$ cat src/rtl/pc_split_pkg.sv
package pc_split_pkg;

    localparam int unsigned PC_HALF_W_DEF = 8;

    // What a half register does at the next edge
    typedef enum logic [1:0] {
        HALF_HOLD = 2'd0,
        HALF_BUMP = 2'd1,
        HALF_LOAD = 2'd2
    } half_op_e;

endpackage

$ cat src/rtl/pc_half_incr.sv
module pc_half_incr #(
    parameter int unsigned W = 8
) (
    input  logic [W-1:0] cur,
    output logic [W-1:0] sum
);
    // Modulo-2^W step; the carry is produced by pc_carry_link
    assign sum = cur + W'(1);
endmodule

$ cat src/rtl/pc_carry_link.sv
module pc_carry_link #(
    parameter int unsigned W = 8
) (
    input  logic         en_in,
    input  logic [W-1:0] cur,
    output logic         en_out
);
    // The next half steps only when this half rolls over
    assign en_out = en_in & (&cur);
endmodule

$ cat src/rtl/pc_half_reg.sv
module pc_half_reg
    import pc_split_pkg::*;
#(
    parameter int unsigned W = 8
) (
    input  logic         clk,
    input  logic         rst,
    input  half_op_e     op,
    input  logic [W-1:0] load_val,
    input  logic [W-1:0] bump_val,
    output logic [W-1:0] q
);
    always_ff @(posedge clk) begin
        if (rst) begin
            q <= '0;
        end else begin
            unique case (op)
                HALF_LOAD: q <= load_val;
                HALF_BUMP: q <= bump_val;
                default:   q <= q;
            endcase
        end
    end
endmodule

$ cat src/rtl/split_pc_unit.sv
module split_pc_unit
    import pc_split_pkg::*;
#(
    parameter int unsigned HALF_W = PC_HALF_W_DEF
) (
    input  logic                clk,
    input  logic                rst,
    input  logic                load_lo,
    input  logic                load_hi,
    input  logic                inc,
    input  logic [HALF_W-1:0]   data_in,
    output logic [2*HALF_W-1:0] pc_addr,
    output logic [HALF_W-1:0]   pc_lo,
    output logic                lo_carry_q
);
    localparam int unsigned N_HALVES = 2;
    localparam int unsigned ADDR_W   = N_HALVES * HALF_W;

    logic [N_HALVES-1:0] ld_vec;
    logic [N_HALVES-1:0] en_h;
    logic [HALF_W-1:0]   q_h   [N_HALVES];
    logic [HALF_W-1:0]   sum_h [N_HALVES];
    half_op_e            op_h  [N_HALVES];
    logic [ADDR_W-1:0]   addr_w;

    assign ld_vec  = {load_hi, load_lo};
    assign en_h[0] = inc;

    for (genvar g = 0; g < N_HALVES; g++) begin : g_half
        pc_half_incr #(.W(HALF_W)) u_incr (
            .cur (q_h[g]),
            .sum (sum_h[g])
        );

        if (g < N_HALVES - 1) begin : g_link
            pc_carry_link #(.W(HALF_W)) u_link (
                .en_in  (en_h[g]),
                .cur    (q_h[g]),
                .en_out (en_h[g+1])
            );
        end

        // A load takes priority over a step for its own half
        always_comb begin
            if (ld_vec[g])     op_h[g] = HALF_LOAD;
            else if (en_h[g])  op_h[g] = HALF_BUMP;
            else               op_h[g] = HALF_HOLD;
        end

        pc_half_reg #(.W(HALF_W)) u_reg (
            .clk      (clk),
            .rst      (rst),
            .op       (op_h[g]),
            .load_val (data_in),
            .bump_val (sum_h[g]),
            .q        (q_h[g])
        );

        assign addr_w[g*HALF_W +: HALF_W] = q_h[g];
    end

    // Carry out of the low half, held for one cycle
    always_ff @(posedge clk) begin
        if (rst) lo_carry_q <= 1'b0;
        else     lo_carry_q <= en_h[1];
    end

    assign pc_addr = addr_w;
    assign pc_lo   = q_h[0];
endmodule

$ cat config.mk
export PLATFORM = sky130hd
export DESIGN_NAME = split_pc_unit
export DESIGN_NICKNAME = d
export VERILOG_FILES = /design/src/rtl/pc_split_pkg.sv /design/src/rtl/pc_half_incr.sv /design/src/rtl/pc_carry_link.sv /design/src/rtl/pc_half_reg.sv /design/src/rtl/split_pc_unit.sv
export SDC_FILE = /design/constraint.sdc
export NUM_CORES = 1
export LEC_CHECK = 0
export BUFFER_PORTS_ARGS = -buffer_cell sky130_fd_sc_hd__buf_2
export CORE_UTILIZATION = 50
export CTS_BUF_LIST = sky130_fd_sc_hd__clkbuf_8
export DETAILED_ROUTE_END_ITERATION = 16
export GPL_TIMING_DRIVEN = 0
export PLACE_DENSITY = 0.93
export SETUP_SLACK_MARGIN = 0.2
export SLEW_MARGIN = 5
export SYNTH_ARGS = -nofsm -noshare
export SYNTH_HDL_FRONTEND = slang
export SYNTH_SLANG_ARGS = --single-unit
$ cat constraint.sdc
create_clock -name clk -period 1.8 [get_ports clk]
set_clock_uncertainty 0.1 [all_clocks]
set_input_delay 0.09 -clock clk [delete_from_list [all_inputs] [get_ports clk]]
set_output_delay 0.09 -clock clk [all_outputs]
set_load 0.01 [all_outputs]
[Word level (Yosys, flattened, before mapping)]
Index checks and enable logic that the tools add are counted.
Word-level totals
  flip-flop bits (word level): 17
  latch bits: 0
  bits in writable memories: 0
  bits in read-only memories: 0
  input port bits: 13
  word-level logic and storage cells: 19
  memories kept: 0
Cells by class
  add/subtract/negate cells: 2
  multipliers: 0
  div/mod/pow operators: 0
  magnitude comparators: 0
  equality and inequality tests: 4
  shifts and indexed selects: 0
  muxes and demuxes: 6
  bitwise operators: 1
  reductions and logical operators: 3
Operator list (count)
  $pmux W8 S2: 2
  $add A8 B1 Y8 const B: 2
  $reduce_and A8 Y1: 1
  $eq A2 B1 Y1 const B: 2
  $eq A2 B2 Y1 const B: 2
  $mux W2: 2
  $reduce_bool A2 Y1: 2
  $mux W1: 2
  $and A1 B1 Y1: 1

[Longest topological paths before layout]
  depth after elaboration: 6
  gate-level depth with buffers: 5
  depth with buffers taken out: 4

[Cells and area by module]
Synthesis repeated with hierarchy kept, for this count alone.
Second synthesis, totals
  cell total of the unflattened synthesis: 122
  area, all modules: 1142.3 um^2
Modules (own cells, without submodules)
  pc_half_reg: times used 2, cells each 37, area an instance 385.4 um^2, sequential area each 160.2 um^2
  pc_half_incr: times used 2, cells each 16, area an instance 116.4 um^2, sequential area each 0.0 um^2
  split_pc_unit: times used 1, cells each 12, area an instance 113.9 um^2, sequential area each 20.0 um^2
  pc_carry_link: times used 1, cells each 4, area an instance 25.0 um^2, sequential area each 0.0 um^2

[Worst setup path after synthesis]
No wires, ideal clock.
  path kind: flip-flop to flip-flop
  from: reg g_half[0].u_reg.q[0]
  to: reg g_half[1].u_reg.q[3]
  setup time: 91 ps
  data arrival time: 1527 ps
  required time: 1609 ps
  slack: 82 ps
  cell stages (with the launch flop): 5
  period minus slack after synthesis: 1718 ps
  cell sequence: dfxtp_1 -> ha_1 -> nand4_2 -> or4_1 -> a311oi_1
On the way
  word-level cells in the longest chain between the ends: 6
  elaborated cells between the ends (all ways): 8
  classes of those cells: 2 x eq/ne; 3 x mux; 1 x bitwise; 2 x reduce/logical
Ends and longest elaborated chain
  start: declaration: RTL line pc_half_reg.sv:11  | output logic [W-1:0] q
  start signal: assignment: RTL line pc_half_reg.sv:18  | HALF_LOAD: q <= load_val;
  start signal: assignment: RTL line pc_half_reg.sv:19  | HALF_BUMP: q <= bump_val;
  start signal: assignment: RTL line pc_half_reg.sv:20  | default: q <= q;
  $reduce_and A8 Y1 (*): RTL line pc_carry_link.sv:9  | assign en_out = en_in & (&cur);
  $and A1 B1 Y1 (*): RTL line pc_carry_link.sv:9
  $mux W1 (*): RTL line split_pc_unit.sv:46  | else if (en_h[g]) op_h[g] = HALF_BUMP;
  $mux W2 (*): RTL line split_pc_unit.sv:45  | if (ld_vec[g]) op_h[g] = HALF_LOAD;
  $eq A2 B1 Y1 or $eq A2 B2 Y1 (tied branches): RTL line pc_half_reg.sv:17  | unique case (op)
  $pmux W8 S2 or $reduce_bool A2 Y1 (tied branches)
  end signal: assignment: RTL line pc_half_reg.sv:18
  end signal: assignment: RTL line pc_half_reg.sv:19
  end signal: assignment: RTL line pc_half_reg.sv:20
  end: declaration: RTL line pc_half_reg.sv:11
Every way passes the cells marked *; elsewhere a longest branch is shown, timed or not.
A chain may end at the register's enable or synchronous reset.

[Worst setup path in the final report]
  from: reg g_half[0].u_reg.q[5]
  to: reg g_half[1].u_reg.q[5]
Same word-level chain as after synthesis.

==> summary.md <==
| Metric | Value |
|---|---|
| Outcome | finished clean |
| Async S/R FF share, synth | 0 |
| Layout net count | 192 |
| Max-Cap Viols | 0 |
| Synth area leaders | dfxtp_1, buf_4, nor2_1, a211oi_1, a311oi_1 |
| Root Buffer | clkbuf_8 |
| Die Ht | 47.41 µm |
| FMAX | 0.6218 GHz |
| Placed Area | 1276 µm² |
| Final worst-path cycle share | 0.8934 |
| Final GP Congestion | roughly 0.80 |
| Distinct cells, synth | 39 |
| Final instance area | about 1500 µm² |
| Clock sink count | 17 |
| DIE AREA | 2248 µm² |
| Via/cell ratio | 6.389 |
| Worst R2R Path Depth | 5 |
| Global route overflow | 0 |
| H-tree levels | 1 |
| Worst-Margin Slew | 0.5146 ns |
| Post-Synth XOR/XNOR Area | 0.03398 |
| Die span in x | approximately 47 µm |
| Num CTS Buffers | 3 |
| Sw Ratio | 0.3087 |
| Area grow syn2layout | 47.45% |
| # DRC | 0 |
| Critical Path RT | 1.87 ns |
| DR WL/cell | between 15 and 20 µm |
| Tmin final | 1.608 ns |
| Hold Path Depth | 2 |
| Crit path kind | register to register |
| Vias post-DR | 1297 |
| Max VDD drop | roughly 0.00043 V |
| Port bufs | 37 |
| N_diodes | 0 |
| Core ar. | between 1500 and 2000 µm² |
| Synthesized area per cell | 8.382 µm² |
| Layout cells sized above 1 | 0.4886 |
| Synth Area in Compound Gates | 0.2342 |
| Detailed placer's ending HPWL | roughly 2 mm |
| Synth Area in Adders | 0.02427 |
| Final Setup Violations | 0 |
| Antenna violations before repair | 0 |
| Top Ports | 38 |
| Drt pass-1 iters | 4 |
| Antenna Nets Post-Route | 0 |
| Final wirelength | roughly 3.7 mm |
| Initial core utilization | 0.5309 |
| RSZ-0062 raised after global routing | true |
| Synth Area in Simple Gates | 0.2597 |
| Mapped Nets | 138 |
| P_sw | 297.8 µW |
| Largest family of logic cells by synthesized area | simple AND/OR/NAND/NOR gates |
| DR iter-0 viols | 106 |
| Final core occ | 0.7829 |
| Crit-path max FO | 10 |
| Worst-path clk slew | 0.07 ns |
| Top cell type by total area after synthesis | dfxtp_1 |
| Critical path data arrival time | approximately 1.7 ns |
| Clock latency on the worst-skew pair | 0.25 ns |
| Number of global-route vias before repair | 1015 |
| Tot GR Track Use | 0.2886 |
| Worst min-delay path class | input pin to register |
| TritonCTS clock tree | yes |
| Seq/Total Area, Yosys | 0.3301 |
| Mux cell area share after synthesis | 0.01092 |
| P per Cell Area | 634.7 nW/µm² |
| Synth top area share | 0.3301 |
| Post-Route Setup TNS | 0 ns |
| Worst setup SP type | register |
| Post-synth EDFFs | 0 |
| Commonest cells post-synth | dfxtp_1, nor2_1, buf_4 |
| Rows | 16 |
| Main flop type after synthesis | dfxtp_1 |
| First-pass GRT wire length | 4.498 mm |
| Comb power frac | 0.237 |
| Register share of total power | 0.463 |
| Cell count after synthesis | between 100 and 150 |
| Synth Register Bits | 17 |
| Clock power share | 0.301 |
| Clock buffer depth | 2 |
| Most numerous cell in the Yosys netlist | dfxtp_1 |
| Post-Syn Area | 1031 µm² |
| Pins Over Slew Limit | 0 |
| Max_slew headroom | 0.6570 |
| Leakage power | 0.0006512 µW |
| Internal power | 667.1 µW |
| Critical Path Sink Type | register |
| Largest net degree at the start of global routing | 11 |
| Fin. Hold Viols | 0 |
| Synthesis Warnings | 0 |
metrics by stage:
step	hold slack (ns)	std cells	total power (µW)	setup slack (ns)
6_report	0.01992	203	964.9	0.1918
3_5_place_dp	0.2492	187	634.4	0.03714
5_1_grt	0.03763	203	1001	0.1379
2_1_floorplan	0.06684	123	553.5	0.2037
3_3_place_gp	0.2475	187	626.0	0.1001
4_1_cts	0.02883	196	927.3	0.1993
area by class of cell:
class                      instances  area [µm²]
sequential                        17       371.6
clock buffer                       3       41.29
tap                               27       33.78
buffer                            14       98.84
timing repair buffer              49       284.0
inverter                           7       26.28
fill                             130       421.7
multi-input combinational         85       659.4
clock inverter                     1       5.005
what timing repair did:
item	4_1_cts	5_1_grt
endpoints found under the hold margin	2	0
buffers inserted	3	7
hold buffers	2	0
pin swaps	5	9
gates cloned	0	0
endpoints found under the setup margin	7	8
resized for setup	19	16
flip-flops by register name (all words and copies together) (netlist names):
signal	cells
lo_carry_q	1
g_half.u_reg.q	16
cells by family after synthesis:
family                     count (synthesis)
buffers and inverters                     21
muxes                                      1
DFF                                       17
adders and majority gates                  2
and+or+nand+nor                           49
AOI/OAI and AO/OA                         29
xor gates and xnor gates                   4
power groups by stage:
stage               clock network (µW)  logic (µW)  registers, µW
floorplan                            0        97.4            456
global placement                     0         177            450
detailed placement                   0         183            451
CTS                                284         198            445
global route                       307         244            450
finish                             290         228            447
path summary, 6_finish.rpt:
kind / start / end / slack (ns)
worst min-delay path: data_in[7] / g_half[0].u_reg.q[7]$_SDFFE_PP0P_ / 0.02
worst min register to register: g_half[1].u_reg.q[3]$_SDFFE_PP0P_ / g_half[1].u_reg.q[3]$_SDFFE_PP0P_ / 0.48
worst max register to register: g_half[0].u_reg.q[5]$_SDFFE_PP0P_ / g_half[1].u_reg.q[5]$_SDFFE_PP0P_ / 0.19
worst max-delay path: g_half[0].u_reg.q[5]$_SDFFE_PP0P_ / g_half[1].u_reg.q[5]$_SDFFE_PP0P_ / 0.19
worst max-delay path, cell delays in order (launching register included):
cell and delay (ns):
dfxtp_4 0.39, nand4_1 0.12, buf_4 0.18, buf_6 0.14, o41a_1 0.38, a211oi_2 0.22
metal layers:
| metal | vias up | wire length (µm) | global-route usage |
|---|---|---|---|
| met5 | - | 0 | 0 |
| li1 | 570 | - | - |
| met2 | 97 | 1754 | 0.4630 |
| met1 | 610 | 1461 | 0.3837 |
| met4 | 0 | 128 | 0.1314 |
| met3 | 20 | 359 | 0.04151 |
placed cells by master, fill, tap and decap left out, drive strengths merged, types with 2 or more instances in the layout:
cell and count:
o21ai 3, inv 6, nand3 4, clkinv 2, xor2 2, xnor2 2, nor4 4, or3 3
and4 3, ha 2, a311oi 4, nor2 15, a211oi 5, a2111oi 4, clkbuf 7, o41a 3
nand4 6, buf 57, dfxtp 17, and3 2, nor2b 5, dlygate4sd3 2, nand2 4
Note: power is estimated with default switching activity, not from simulation.
